--- config.mk ---
export PLATFORM = sky130hd
export DESIGN_NAME = crk_cracker
export DESIGN_NICKNAME = d
export VERILOG_FILES = /design/src/rtl/crk_pkg.sv /design/src/rtl/crk_ucode_rom.sv /design/src/rtl/crk_datapath.sv /design/src/rtl/crk_control.sv /design/src/rtl/crk_cracker.sv
export SDC_FILE = /design/constraint.sdc
export NUM_CORES = 1
export LEC_CHECK = 0
export BUFFER_PORTS_ARGS = -buffer_cell sky130_fd_sc_hd__buf_2
export CAP_MARGIN = 20
export CORE_MARGIN = 2
export CORE_UTILIZATION = 50
export CTS_BUF_LIST = sky130_fd_sc_hd__clkbuf_4 sky130_fd_sc_hd__clkbuf_8
export CTS_CLUSTER_SIZE = 40
export DETAILED_ROUTE_END_ITERATION = 8
export PLACE_DENSITY = 0.85
export SLEW_MARGIN = 0
export SYNTH_ARGS = -nofsm -noshare
export SYNTH_HDL_FRONTEND = slang
export SYNTH_SLANG_ARGS = --single-unit
--- constraint.sdc ---
create_clock -name clk -period 13.45 [get_ports clk]
set_input_delay 1.345 -clock clk [delete_from_list [all_inputs] [get_ports clk]]
set_output_delay 1.345 -clock clk [all_outputs]
set_load 0.01 [all_outputs]
--- src/rtl/crk_pkg.sv ---
package crk_pkg;
  localparam int SLOTS  = 4;
  localparam int LANES  = 4;
  localparam int REG_W  = 4;
  localparam int OP_W   = 3;
  localparam int RT_W   = 2;
  localparam int STEP_W = 4;
  localparam int CNT_W  = $clog2(SLOTS + 1);
  localparam int IDX_W  = $clog2(SLOTS);
  localparam logic [REG_W-1:0] TMP_REG = '1;

  typedef enum logic [1:0] {K_ALU = 2'd0, K_LOAD = 2'd1, K_STORE = 2'd2} uopKind_e;

  typedef struct packed {
    logic [OP_W-1:0]  opClass;
    logic [1:0]       form;
    logic             cplx;
    logic [RT_W-1:0]  routine;
    logic [REG_W-1:0] dst;
    logic [REG_W-1:0] src;
  } instDesc_t;

  typedef struct packed {
    uopKind_e         kind;
    logic [OP_W-1:0]  op;
    logic [REG_W-1:0] dst;
    logic [REG_W-1:0] src;
    logic             eoi;
  } uop_t;

  typedef struct packed {
    logic     valid;
    uopKind_e kind;
    logic     srcTmp;
    logic     last;
  } ucWord_t;

  typedef struct packed {
    logic load;
    logic advance;
  } ctlStrobe_t;

  typedef struct packed {
    logic seqActive;
    logic lastGroup;
  } dpStatus_t;

  localparam int DESC_W = $bits(instDesc_t);
  localparam int UOP_W  = $bits(uop_t);
endpackage

--- src/rtl/crk_ucode_rom.sv ---
module crk_ucode_rom
  import crk_pkg::*;
#(
  parameter int PORTS = 4
) (
  input  logic [RT_W-1:0]              routine,
  input  logic [PORTS-1:0][STEP_W-1:0] step,
  output ucWord_t [PORTS-1:0]          word
);
  localparam int DEPTH = 2 ** (RT_W + STEP_W);

  function automatic ucWord_t mkWord(input int r, input int j);
    ucWord_t w;
    int len;
    len = 4 + 2 * r;
    w = '0;
    if (j < len) begin
      w.valid = 1'b1;
      w.last  = (j == len - 1);
      if (j == len - 1) begin
        w.kind = K_STORE; w.srcTmp = 1'b1;
      end else if (j % 2 == 0) begin
        w.kind = K_LOAD;  w.srcTmp = 1'b0;
      end else begin
        w.kind = K_ALU;   w.srcTmp = 1'b1;
      end
    end
    return w;
  endfunction

  ucWord_t romArr [DEPTH];

  for (genvar a = 0; a < DEPTH; a++) begin : g_word
    assign romArr[a] = mkWord(a / (2 ** STEP_W), a % (2 ** STEP_W));
  end

  for (genvar p = 0; p < PORTS; p++) begin : g_port
    assign word[p] = romArr[{routine, step[p]}];
  end
endmodule

--- src/rtl/crk_datapath.sv ---
module crk_datapath
  import crk_pkg::*;
(
  input  logic                    clk,
  input  logic                    rst_n,
  input  ctlStrobe_t              strobe,
  input  logic [CNT_W-1:0]        inCount,
  input  instDesc_t [SLOTS-1:0]   inDesc,
  output uop_t [LANES-1:0]        laneUop,
  output logic [LANES-1:0]        laneValid,
  output dpStatus_t               status
);
  instDesc_t [SLOTS-1:0] hold;
  logic [CNT_W-1:0]  cnt, cur, nextCur, s;
  logic [STEP_W-1:0] sub, nextSub;
  logic [1:0]        k, n;
  logic              stop, anyLast, seqActive;
  instDesc_t         curDesc, d;
  logic [LANES-1:0][STEP_W-1:0] romStep;
  ucWord_t [LANES-1:0]          romWord;

  function automatic logic [1:0] uopCount(input logic [1:0] form);
    case (form)
      2'd1:    return 2'd2;
      2'd2:    return 2'd3;
      default: return 2'd1;
    endcase
  endfunction

  function automatic uop_t fastUop(input instDesc_t di, input logic [1:0] kk);
    uop_t u;
    u = '0;
    u.op = di.opClass;
    case (di.form)
      2'd1: begin
        if (kk == 2'd0) begin u.kind = K_LOAD; u.dst = TMP_REG; u.src = di.src; end
        else            begin u.kind = K_ALU;  u.dst = di.dst;  u.src = TMP_REG; end
      end
      2'd2: begin
        if (kk == 2'd0)      begin u.kind = K_LOAD;  u.dst = TMP_REG; u.src = di.dst;  end
        else if (kk == 2'd1) begin u.kind = K_ALU;   u.dst = TMP_REG; u.src = di.src;  end
        else                 begin u.kind = K_STORE; u.dst = di.dst;  u.src = TMP_REG; end
      end
      default: begin u.kind = K_ALU; u.dst = di.dst; u.src = di.src; end
    endcase
    return u;
  endfunction

  always_ff @(posedge clk or negedge rst_n) begin
    if (!rst_n) begin
      hold <= '0;
      cnt  <= '0;
      cur  <= '0;
      sub  <= '0;
    end else if (strobe.load) begin
      hold <= inDesc;
      cnt  <= inCount;
      cur  <= '0;
      sub  <= '0;
    end else if (strobe.advance) begin
      cur  <= nextCur;
      sub  <= nextSub;
    end
  end

  assign curDesc   = (cur < cnt) ? hold[cur[IDX_W-1:0]] : '0;
  assign seqActive = (cur < cnt) && curDesc.cplx;

  always_comb begin
    for (int l = 0; l < LANES; l++) romStep[l] = sub + STEP_W'(l);
  end

  crk_ucode_rom #(.PORTS(LANES)) u_rom (
    .routine (curDesc.routine),
    .step    (romStep),
    .word    (romWord)
  );

  always_comb begin
    laneUop   = '0;
    laneValid = '0;
    s         = cur;
    k         = sub[1:0];
    stop      = 1'b0;
    anyLast   = 1'b0;
    d         = '0;
    n         = 2'd1;
    nextCur   = cur;
    nextSub   = sub;
    if (seqActive) begin
      for (int l = 0; l < LANES; l++) begin
        if (romWord[l].valid) begin
          laneValid[l]    = 1'b1;
          laneUop[l].kind = romWord[l].kind;
          laneUop[l].op   = curDesc.opClass;
          laneUop[l].dst  = curDesc.dst;
          laneUop[l].src  = romWord[l].srcTmp ? TMP_REG : curDesc.src;
          laneUop[l].eoi  = romWord[l].last;
          if (romWord[l].last) anyLast = 1'b1;
        end
      end
      if (anyLast) begin
        nextCur = cur + CNT_W'(1);
        nextSub = '0;
      end else begin
        nextSub = sub + STEP_W'(LANES);
      end
    end else begin
      for (int l = 0; l < LANES; l++) begin
        d = hold[s[IDX_W-1:0]];
        if (!stop && (s < cnt) && !d.cplx) begin
          n              = uopCount(d.form);
          laneValid[l]   = 1'b1;
          laneUop[l]     = fastUop(d, k);
          laneUop[l].eoi = (k == n - 2'd1);
          if (k == n - 2'd1) begin
            s = s + CNT_W'(1);
            k = 2'd0;
          end else begin
            k = k + 2'd1;
          end
        end else begin
          stop = 1'b1;
        end
      end
      nextCur = s;
      nextSub = STEP_W'(k);
    end
  end

  assign status.seqActive = seqActive;
  assign status.lastGroup = (nextCur >= cnt);
endmodule

--- src/rtl/crk_control.sv ---
module crk_control
  import crk_pkg::*;
(
  input  logic             clk,
  input  logic             rst_n,
  input  logic             inValid,
  input  logic [CNT_W-1:0] inCount,
  input  logic             outReady,
  input  dpStatus_t        status,
  output logic             inReady,
  output logic             outValid,
  output ctlStrobe_t       strobe
);
  logic bufValid, fire;

  assign outValid = bufValid;
  assign fire     = bufValid && outReady;
  assign inReady  = !bufValid || (fire && status.lastGroup && !status.seqActive);

  assign strobe.load    = inValid && inReady;
  assign strobe.advance = fire;

  always_ff @(posedge clk or negedge rst_n) begin
    if (!rst_n)                         bufValid <= 1'b0;
    else if (strobe.load)               bufValid <= (inCount != '0);
    else if (fire && status.lastGroup)  bufValid <= 1'b0;
  end
endmodule

--- src/rtl/crk_cracker.sv ---
module crk_cracker
  import crk_pkg::*;
(
  input  logic                     clk,
  input  logic                     rst_n,
  input  logic                     inValid,
  output logic                     inReady,
  input  logic [CNT_W-1:0]         inCount,
  input  logic [SLOTS*DESC_W-1:0]  inDesc,
  output logic                     outValid,
  input  logic                     outReady,
  output logic [LANES-1:0]         outLaneValid,
  output logic [LANES*UOP_W-1:0]   outUop
);
  ctlStrobe_t            strobe;
  dpStatus_t             status;
  instDesc_t [SLOTS-1:0] descArr;
  uop_t [LANES-1:0]      laneUop;
  logic                  seqActive;

  assign descArr   = inDesc;
  assign outUop    = laneUop;
  assign seqActive = status.seqActive;

  crk_control u_ctl (
    .clk      (clk),
    .rst_n    (rst_n),
    .inValid  (inValid),
    .inCount  (inCount),
    .outReady (outReady),
    .status   (status),
    .inReady  (inReady),
    .outValid (outValid),
    .strobe   (strobe)
  );

  crk_datapath u_dp (
    .clk       (clk),
    .rst_n     (rst_n),
    .strobe    (strobe),
    .inCount   (inCount),
    .inDesc    (descArr),
    .laneUop   (laneUop),
    .laneValid (outLaneValid),
    .status    (status)
  );
endmodule

[After elaboration in Yosys (flattened, before gate mapping)]
Memories as Yosys holds them, arrays and structs flattened.
Index checks and enable logic that the tools add are counted.
Storage, ports and cells
  register bits: 75
  bits in read-only memories: 1280
  input port bits: 71
  output and inout bits: 62
  word-level logic and storage cells: 240
  memories kept: 4
Cells by class
  add/sub/neg operators: 16
  magnitude comparators: 13
  eq/ne operators: 16
  mux-type cells: 130
  bitwise operators: 4
  reduce and logical (&&, ||, !) cells: 29
Memories
  (name not given): words 64, width 5, rd ports 1, clocked after memory_dff 0, wr ports 0, RTL line crk_ucode_rom.sv:38  | assign word[p] = romArr[{routine, step[p]}];
  (name not given): words 64, width 5, rd ports 1, clocked after memory_dff 0, wr ports 0, RTL line crk_ucode_rom.sv:38
  (name not given): words 64, width 5, rd ports 1, clocked after memory_dff 0, wr ports 0, RTL line crk_ucode_rom.sv:38
  (name not given): words 64, width 5, rd ports 1, clocked after memory_dff 0, wr ports 0, RTL line crk_ucode_rom.sv:38
Operator list (count)
  $bmux W16 S2: 4
  $mux W14: 8
  $mux W8: 12
  $mux W16: 5
  $pmux W8 S2: 4
  $mux W56: 1
  $mux W2: 27
  $mux W3: 15
  $mux W5: 8
  $mux W4: 9
  $pmux W2 S2: 8
  $mux W1: 29
  $ge A7 B7 Y1 const B: 4
  $not A6 Y7: 4
  $eq A2 B1 Y1 const B: 8
  $add A3 B1 Y3 const B: 4
  $logic_and A1 B1 Y1: 12
  $lt A2 B3 Y1 const B: 4
  $lt A3 B3 Y1: 4
  $logic_not A1 Y1: 9
  $add A2 B1 Y2 const B: 4
  $add A4 B2 Y4 const B: 2
  $eq A2 B2 Y1: 4
  $eq A2 B2 Y1 const B: 4
  other kinds (8): 15

[Logic depth before layout (Yosys ltp)]
Gate-level depths: netlist (run 1).
  word-level depth: 50
  depth in mapped cells: 54
  depth with buffers taken out: 47

[By module]
Synthesis (run 1) repeated with hierarchy kept, for this count alone.
Second synthesis, totals
  cells, all modules: 897
  area total of the unflattened synthesis: 7838.8 µm²
By module, submodules not included
  crk_datapath: instances 1, cells an instance 819, area an instance 7323.3 µm², sequential area each 1851.8 µm²
  crk_ucode_rom: instances 1, cells an instance 70, area an instance 445.4 µm², sequential area each 0.0 µm²
  crk_control: instances 1, cells an instance 8, area an instance 70.1 µm², sequential area each 25.0 µm²

[Worst setup path before layout (run 1)]
OpenSTA, ideal clock, no wires.
  kind: register -> register
  start: register u_dp.cur[0]
  end: register u_dp.cnt[0]
  setup time: 0.125 ns
  arrival time: 13.001 ns
  data required time: 13.325 ns
  slack: 0.324 ns
  stages on the path, launching flop included: 52
  buffers on the path: 9
  clock period less this slack: 13.126 ns
  cell sequence: dfrtp_1 -> clkbuf_1 -> buf_1 -> clkbuf_1 -> mux4_2 -> ha_1 -> clkbuf_1 -> xnor2_1 -> and2_1 -> a21oi_2 -> nor2_4 -> buf_1 -> mux4_2 -> inv_1 -> ha_1 -> clkbuf_1 -> inv_1 -> xnor2_2 -> [... 16 more ...] -> a22o_1 -> o311a_1 -> a2111oi_0 -> a211oi_1 -> a211oi_2 -> o21a_1 -> a21oi_1 -> o31a_1 -> ha_1 -> nand2b_1 -> a21oi_1 -> nor2b_1 -> o21ai_0 -> o21ai_0 -> nand2_1 -> buf_1 -> buf_1 -> mux2_2
Between the ends
  longest elaborated chain between the ends: 49
  elaborated cells between the ends (all ways): 121
  classes of those cells: add/sub (10); order compare (5); eq/ne (12); mux (66); bitwise (4); reduce/logical (20); memory (4)
RTL lines
  start: declaration: RTL line crk_datapath.sv:14  | logic [CNT_W-1:0] cnt, cur, nextCur, s;
  start signal: assignment: RTL line crk_datapath.sv:61  | cur <= nextCur;
  $bmux W16 S2: RTL line crk_datapath.sv:66, crk_datapath.sv:110
  $mux W16 (not written as such): RTL line crk_datapath.sv:66, crk_datapath.sv:110
  $eq A2 B2 Y1 or $eq A2 B1 Y1 (tied branches): RTL line crk_datapath.sv:23  | case (form)
  $pmux W2 S2: RTL line crk_datapath.sv:23
  $mux W2: RTL line crk_datapath.sv:111  | if (!stop && (s < cnt) && !d.cplx) begin
  $mux W2: RTL line crk_datapath.sv:90  | if (seqActive) begin
  $sub A2 B1 Y2: RTL line crk_datapath.sv:116  | if (k == n - 2'd1) begin
  $eq A2 B2 Y1: RTL line crk_datapath.sv:116
  [... 34 more ...]
  $mux W3: RTL line crk_datapath.sv:111
  $mux W3: RTL line crk_datapath.sv:90
  $ge A3 B3 Y1: RTL line crk_datapath.sv:132  | assign status.lastGroup = (nextCur >= cnt);
  $logic_and A1 B1 Y1: RTL line crk_control.sv:18  | assign inReady = !bufValid || (fire && status.lastGroup && !status.seqActive);
  $logic_and A1 B1 Y1 *: RTL line crk_control.sv:18
  $logic_or A1 B1 Y1 *: RTL line crk_control.sv:18
  net inReady: RTL line crk_cracker.sv:7  | output logic inReady,
  $logic_and A1 B1 Y1 *: RTL line crk_control.sv:20  | assign strobe.load = inValid && inReady;
  end signal: assignment: RTL line crk_datapath.sv:57  | cnt <= inCount;
  end: declaration: RTL line crk_datapath.sv:14
Mark *: on every way through the listed nets, which the timed path passes. The rest lies on a longest branch. The select of a mux whose other input is x is not followed.
A chain may end at the register's enable or synchronous reset.

[Final worst setup path (run 1)]
  start: register u_dp.cur[0]
  end: output inReady
Between the ends
  longest elaborated chain between the ends: 48
  elaborated cells between the ends (all ways): 120
  classes of those cells: add/sub (10); order compare (5); eq/ne (12); mux (66); bitwise (4); reduce/logical (19); memory (4)
RTL lines (RTL line)
  $bmux W16 S2: crk_datapath.sv:66, crk_datapath.sv:110
  $mux W16 (not written as such): crk_datapath.sv:66, crk_datapath.sv:110
  $eq A2 B2 Y1 or $eq A2 B1 Y1 (tied branches): crk_datapath.sv:23
  $pmux W2 S2: crk_datapath.sv:23
  $mux W2: crk_datapath.sv:111
  $mux W2: crk_datapath.sv:90
  $sub A2 B1 Y2: crk_datapath.sv:116
  $eq A2 B2 Y1: crk_datapath.sv:116
  [... 32 more ...]
  $eq A2 B2 Y1: crk_datapath.sv:116
  $mux W3: crk_datapath.sv:116
  $mux W3: crk_datapath.sv:111
  $mux W3: crk_datapath.sv:90
  $ge A3 B3 Y1: crk_datapath.sv:132
  $logic_and A1 B1 Y1: crk_control.sv:18
  $logic_and A1 B1 Y1 *: crk_control.sv:18
  $logic_or A1 B1 Y1 *: crk_control.sv:18
  end: declaration: crk_cracker.sv:7
Mark *: on every way between the ends. The rest lies on a longest branch, timed or not. The select of a mux whose other input is x is not followed.

==> results by group, run 1 <==
Outcome
  – Status: finished, final reports clean

Timing
  – Clock skew: 10.76 ps
  – Max Transition Viols Final: 0
  – Final hold vios: 0
  – Rel. slew slack: 0.3327
  – Min Hold Slack: 516.2 ps
  – Tmin final: 12970 ps
  – Sum Neg Setup Slack: 0 ps
  – Final setup vio count: 0
  – Max Fclk: 0.07713 GHz
  – Part of the cycle the worst path needs: 0.9640
  – Slew at the pin closest to its max-slew limit: 997.2 ps
  – RSZ-0062 raised after global routing: no

Setup path
  – CP dominant cell by count: ha_1
  – CP arrival: 11620 ps
  – Largest fanout on the critical path: 15
  – WS Path Type: flop to output port
  – Max stage delay on crit path: 600 ps
  – Worst Path Required: 12100 ps
  – Crit path launch type: flop
  – RR Startpoint: u_dp.cur[0]
  – Critical path origin: u_dp.cur[0]
  – Slowest-stage cell, CP: mux4_2
  – CP Capture Type: output port

Placement
  – # port buffers: 132
  – Routability cong.: 1.043
  – DP HPWL: 20.37 mm

Route
  – Initial DRC Count: 1041
  – DR DRC count: 0
  – DRT antenna net count: 0
  – Router iterations before antenna repair: 6
  – WL final: 27.42 mm
  – Drt wl/cell: 21.57 um
  – Via count: 8570
  – Vias/cell: 6.743

Clock tree
  – Clock sink total: 75
  – Clock tree buffer depth: 2
  – Max H-tree Level: 3
  – Reg clk slew, reported paths: 80 ps
  – CTS root buf: clkbuf_8
  – TritonCTS clock tree: done
  – Worst-Skew Late Latency: 380 ps
  – Total CTS buffers: 9
  – Hold-fix buffers, CTS: 0

Floorplanning
  – Cell row count: 47
  – CORE AREA: 16520 sq um
  – Vert. Die Dim: 133.9 um
  – Die W: 133.9 um
  – Die ar.: 17920 sq um
  – Initial Utilization: 0.5103
  – Ports: 133

Finish
  – Area growth syn-to-layout: 13.16%
  – FF/Latch Area: 1877 sq um
  – ANT cells: 0
  – Final #Nets: 1163
  – Share of cells above drive strength 1: 0.3149
  – Area of the multi-input gates: 6236 sq um
  – Fillers: 1404

Logic synthesis
  – Yosys top cell by area: dfrtp_1
  – Mean post-synth cell area: 8.981 sq um
  – Count of different cell masters after synthesis: 85
  – Post-synth ARST share: 1.000
  – Synth warnings: 0
  – Primary FF master, synth: dfrtp_1
  – Mapped Nets: 1056
  – Synth top area cells: dfrtp_1 22%, mux4_2 14%, mux2_2 9.3%
  – Post-Syn Instances: 939
  – Post-synth EDFFs: 0
  – Cell area after synthesis: 8433 sq um
  – Sequential share of the synthesized area: 0.2226
  – Top cell type's share of synthesized area: 0.2226
  – Register bit total from synthesis: 75

Global routing
  – First-pass GRT wire length: 42.89 mm
  – Gr usage total: 0.3016
  – Vias in the first global route: 7883
  – Largest net degree at the start of global routing: 76
  – Grt ovf: 0
  – Initial antenna violation count: 0

Run
  – Maxcap violations: 0

Hold path
  – Worst hold start: u_dp.hold[25]
  – Worst min-delay path category: flop to flop
[logic make-up (layout without fill, tap and decap cells)]
logic type      after synthesis  after routing  synth area share
buf+inv                      95            207           0.04377
compound gates              269            269            0.2196
simple gates                295            295            0.1653
fa+ha+maj                    46             46           0.06825
xor+xnor                     19             19           0.02641
flops                        75             75            0.2226
mux                         140            140            0.2542
[worst paths after layout]
path / to / slack [ps] / depth (start not counted)
min reg2reg: u_dp.hold[25] / 520 / 1
min: u_dp.hold[25] / 520 / 1
max in group asynchronous: u_dp.hold[36] / 11700 / 1
min in group asynchronous: u_dp.hold[63] / 1120 / 1
max: inReady / 480 / 40
max reg2reg: u_dp.cur[0] / 950 / 43
[what timing repair did]
action	CTS	global route
gates resized for setup	1	8
buffers inserted	0	5
pin swaps	0	2
endpoints found under the setup margin	1	74
[through the flow]
stage                     area [sq um]  setup WS (ps)    util  std cells
after detailed placement          9265          421.7  0.5607       1250
after CTS                         9463          114.5  0.5727       1266
after floorplan                   8433          324.4       -        939
after global placement            9265          975.9  0.5607       1250
after global routing              9543          2.429  0.5775       1271
final                             9543          484.9  0.5775       1271
[critical path: cells and delay by family (launching register included)]
family                     cells  cell delay [ps]
AOI/OAI and AO/OA             10             2440
and+or+nand+nor               10             2110
adders and majority gates      5             1940
muxes                          5             1920
buffers and inverters          7             1310
xor gates and xnor gates       3             1150
DFF                            1              330
[state kept, by name, summed over array words and instances, names as in the netlist]
signal / cells
u_dp.hold: 64
u_dp.cur: 3
u_ctl.outValid: 1
u_dp.sub: 4
u_dp.cnt: 3
[synth_stat cells, types with 6 or more instances]
cell,instances
dfrtp_1,75
o21a_1,6
nor2_1,76
mux4_2,52
xnor2_1,12
mux2i_1,17
mux2_2,70
a31oi_1,9
buf_1,13
o31ai_1,11
o21ai_0,64
nand2_1,119
nand2b_1,8
nor4_1,7
o22ai_1,20
a211oi_1,7
ha_1,46
nand4_1,7
nand3_1,13
and2_1,13
inv_1,32
a21oi_1,51
o221ai_1,10
nor3_1,9
or2_2,6
clkbuf_1,38
nor2b_1,14
o211ai_1,13
[per-layer routing]
| layer | wire length, um | track usage |
|---|---|---|
| met1 | 10580 | 0.4010 |
| met2 | 12440 | 0.4678 |
| met3 | 3212 | 0.08163 |
| met4 | 1183 | 0.1235 |
| met5 | 0 | 0 |
[cell type report]
cell class,instances,area share
sequential,75,0.1967
timing repair buffer,152,0.08522
clock inverter,3,0.002229
clock buffer,13,0.01809
multi-input combinational,769,0.6535
inverter,39,0.01547
tap,220,0.02884
[cells in the final DEF (no fill, tap or decap), drive strengths merged, types with 12 or more instances in the layout]
cell      n
ha       46
o31ai    12
o21ai    69
nand3    13
mux2i    18
inv      36
clkbuf   13
xnor2    18
nor2     77
nand2   119
buf     152
o22ai    20
nor2b    14
o211ai   13
and2     13
a21oi    54
nor3     13
mux4     52
mux2     70
dfrtp    75
Power of run 1 is not shown: default switching activity piles up to over one toggle a cycle in this logic, so the estimate is an artifact.
==> run 2, diff against run 1 <==
--- a/config.mk
+++ b/config.mk
@@ -5,6 +5,7 @@
 export SDC_FILE = /design/constraint.sdc
 export NUM_CORES = 1
 export LEC_CHECK = 0
+export ABC_AREA = 1
 export BUFFER_PORTS_ARGS = -buffer_cell sky130_fd_sc_hd__buf_2
 export CAP_MARGIN = 20
 export CORE_MARGIN = 2
@@ -12,7 +13,9 @@
 export CTS_BUF_LIST = sky130_fd_sc_hd__clkbuf_4 sky130_fd_sc_hd__clkbuf_8
 export CTS_CLUSTER_SIZE = 40
 export DETAILED_ROUTE_END_ITERATION = 8
-export PLACE_DENSITY = 0.85
+export HOLD_SLACK_MARGIN = 0.03
+export PLACE_DENSITY = 0.84
+export REMOVE_ABC_BUFFERS = 1
 export SLEW_MARGIN = 0
 export SYNTH_ARGS = -nofsm -noshare
 export SYNTH_HDL_FRONTEND = slang
==> results by group, run 2 <==
Finish
  – FF/Latch Area: 1877 sq um (unchanged)
  – Most frequent cells in the layout: 486 x nand2_1, 206 x o21ai_0, 155 x inv_1
  – Max FFs per register: 64 (unchanged)
  – Largest registers: u_dp.hold (64), u_dp.sub (4)
  – Area of the multi-input gates: 6060 sq um (-2.8%)
  – Largest Register: u_dp.hold
  – Commonest non-fill, non-tap cell in the layout: nand2_1
  – Fillers: 1741 (+24%)
  – ANT cells: 0 (unchanged)
  – Share of cells above drive strength 1: 0.1409 (-0.1741)
  – Area growth syn-to-layout: 9.679%
  – Final #Nets: 1688 (+45%)

Clock tree
  – Clock sink total: 75 (unchanged)
  – Total CTS buffers: 9 (unchanged)
  – Clock tree buffer depth: 2 (unchanged)
  – CTS root buf: clkbuf_8
  – Max H-tree Level: 3 (unchanged)
  – Cts repair resizes: 0 (-1)
  – Postcts setup bufs: 0 (unchanged)
  – Worst-Skew Late Latency: 380 ps (about the same)
  – Hold-fix buffers, CTS: 0 (unchanged)
  – TritonCTS clock tree: done
  – Reg clk slew, reported paths: 80 ps (about the same)

Logic synthesis
  – Cell with the most instances after synthesis: nand2_1
  – Primary FF master, synth: dfrtp_1
  – Count of different cell masters after synthesis: 50 (-41%)
  – Cell area after synthesis: 8881 sq um (+5.3%)
  – Sequential share of the synthesized area: 0.2113 (-0.01122)
  – Post-synth EDFFs: 0 (unchanged)
  – Most common library cells after synthesis: 486 x nand2_1, 206 x o21ai_0, 156 x inv_1
  – Synth warnings: 0 (unchanged)
  – Mean post-synth cell area: 5.940 sq um (-34%)
  – Post-synth ARST share: 1.000 (unchanged)
  – Synth top area cells: dfrtp_1 21%, nand2_1 21%, o21ai_0 12%
  – Top cell type's share of synthesized area: 0.2113 (-0.01122)
  – Yosys top cell by area: dfrtp_1
  – Post-Syn Instances: 1495 (+59%)
  – Register bit total from synthesis: 75 (unchanged)

Setup path
  – Largest fanout on the critical path: 43 (+28)
  – Buf+Inv Stages, Crit Path: 13 (+6)
  – Max stage delay on crit path: 580 ps (-20 ps)
  – WS Path Type: flop to output port
  – Worst path depth: 61 (+53%)
  – CP arrival: 10910 ps (-710 ps)
  – Crit path capture: inReady
  – Reg2reg setup slack: 1460 ps (+510 ps)
  – Critical path origin: u_dp.cur[0]
  – CP Capture Type: output port
  – Reg2Reg Capture Point: u_dp.sub[0]
  – CP dominant cell by count: nand2_1
  – Slowest-stage cell, CP: inv_2
  – Reg2Reg Depth: 66 (+53%)
  – Crit path launch type: flop
  – CP delay by family, top: simple AND/OR/NAND/NOR gates
  – RR Startpoint: u_dp.cur[0]
  – Worst Path Required: 12100 ps (about the same)

Outcome
  – Status: finished, final reports clean

Floorplanning
  – Die W: 137.3 um (+2.5%)
  – Initial Utilization: 0.5117 (+0.001343)
  – Ports: 133 (unchanged)
  – Cell row count: 48 (+2.1%)
  – Vert. Die Dim: 137.3 um (+2.5%)
  – CORE AREA: 17360 sq um (+5.0%)
  – Die ar.: 18840 sq um (+5.2%)

Timing
  – Clock skew: 10.61 ps (-0.1462 ps)
  – Slew at the pin closest to its max-slew limit: 958.8 ps (-38.36 ps)
  – Setup WS post-layout: 1196 ps (+711.5 ps)
  – Tmin final: 12250 ps (-711.5 ps)
  – Part of the cycle the worst path needs: 0.9111 (-0.05290)
  – Rel. slew slack: 0.3608 (+0.02803)
  – RSZ-0062 raised after global routing: no
  – Min Hold Slack: 484.7 ps (-31.46 ps)
  – Max Transition Viols Final: 0 (unchanged)
  – Final hold vios: 0 (unchanged)
  – Final setup vio count: 0 (unchanged)
  – Sum Neg Setup Slack: 0 ps (unchanged)
  – Max Fclk: 0.08161 GHz (+5.8%)

Global routing
  – Vias in the first global route: 9702 (+23%)
  – Initial antenna violation count: 0 (unchanged)
  – First-pass GRT wire length: 51.84 mm (+21%)
  – Gr usage total: 0.3538 (+0.05219)
  – Largest net degree at the start of global routing: 98 (+29%)
  – Grt ovf: 0 (unchanged)

Route
  – DR DRC count: 0 (unchanged)
  – Vias/cell: 6.062 (-10%)
  – WL final: 33.19 mm (+21%)
  – Drt wl/cell: 18.43 um (-15%)
  – Via count: 10920 (+27%)
  – Router iterations before antenna repair: 7 (+1)
  – Initial DRC Count: 1282 (+23%)
  – DRT antenna net count: 0 (unchanged)

Run
  – Maxcap violations: 0 (unchanged)

Placement
  – Routability cong.: 1.014 (-2.8%)
  – Place WS: 1878 ps (+1456 ps)
  – # port buffers: 132 (unchanged)
  – DP HPWL: 24.34 mm (+19%)

Hold path
  – Worst min-delay path category: flop to flop
-- run 2: cell count changes after synthesis, moves of 52 or more --
cell,previous run,this run
nand2_1,119,486
o21ai_0,64,206
inv_1,32,156
nand3_1,13,120
mux2_2,70,0
mux4_2,52,0
-- run 2: metrics by stage --
step,area [sq um],std cells,util
finish,9741,1801,0.5612
global route,9741,1801,0.5612
CTS,9741,1801,0.5612
detailed placement,9555,1785,0.5505
global placement,9555,1785,0.5505
floorplan,8558,1421,-
-- run 2: cell families (layout without fill, tap and decap cells) --
logic type	count (synthesis)	after routing	share of synthesized area
adders and majority gates	46	46	0.06481
DFF	75	75	0.2113
AOI/OAI and AO/OA	379	379	0.2454
xor gates and xnor gates	3	3	0.003805
and+or+nand+nor	753	753	0.3683
buffers and inverters	239	320	0.1064
-- run 2: how the worst min path moves through the flow --
stage                       start             to  slack, ps  cells after the start
floorplan           u_dp.hold[41]  u_dp.hold[41]        440                      2
global placement    u_dp.hold[40]  u_dp.hold[40]        460                      2
detailed placement  u_dp.hold[40]  u_dp.hold[40]        470                      2
CTS                 u_dp.hold[40]  u_dp.hold[40]        490                      2
global route        u_dp.hold[40]  u_dp.hold[40]        500                      2
finish              u_dp.hold[40]  u_dp.hold[40]        480                      2
-- run 2: layer usage --
metal / share of wire / vias to the layer above / global-route usage
li1: - / 5123 / -
met1: 0.41 / 4902 / 0.4907
met2: 0.43 / 760 / 0.5351
met3: 0.11 / 133 / 0.05556
met4: 0.049 / 0 / 0.1730
met5: 0 / - / 0
-- run 2: final cells by class --
cell class	count	area share
multi-input combinational	1181	0.6221
sequential	75	0.1927
timing repair buffer	139	0.07347
inverter	165	0.06384
tap	225	0.02890
clock buffer	10	0.01413
clock inverter	6	0.004881
-- run 2: worst register-to-register path: cells and delay by family, from the launching register on --
family / cells / cell delay [ps]
AND/OR/NAND/NOR: 38 / 5590
buffers and inverters: 14 / 2500
AO/OA/AOI/OAI: 9 / 1870
adder cells (fa/ha/maj): 5 / 1630
flip-flops: 1 / 360
Power of run 2 is left out for the same reason.
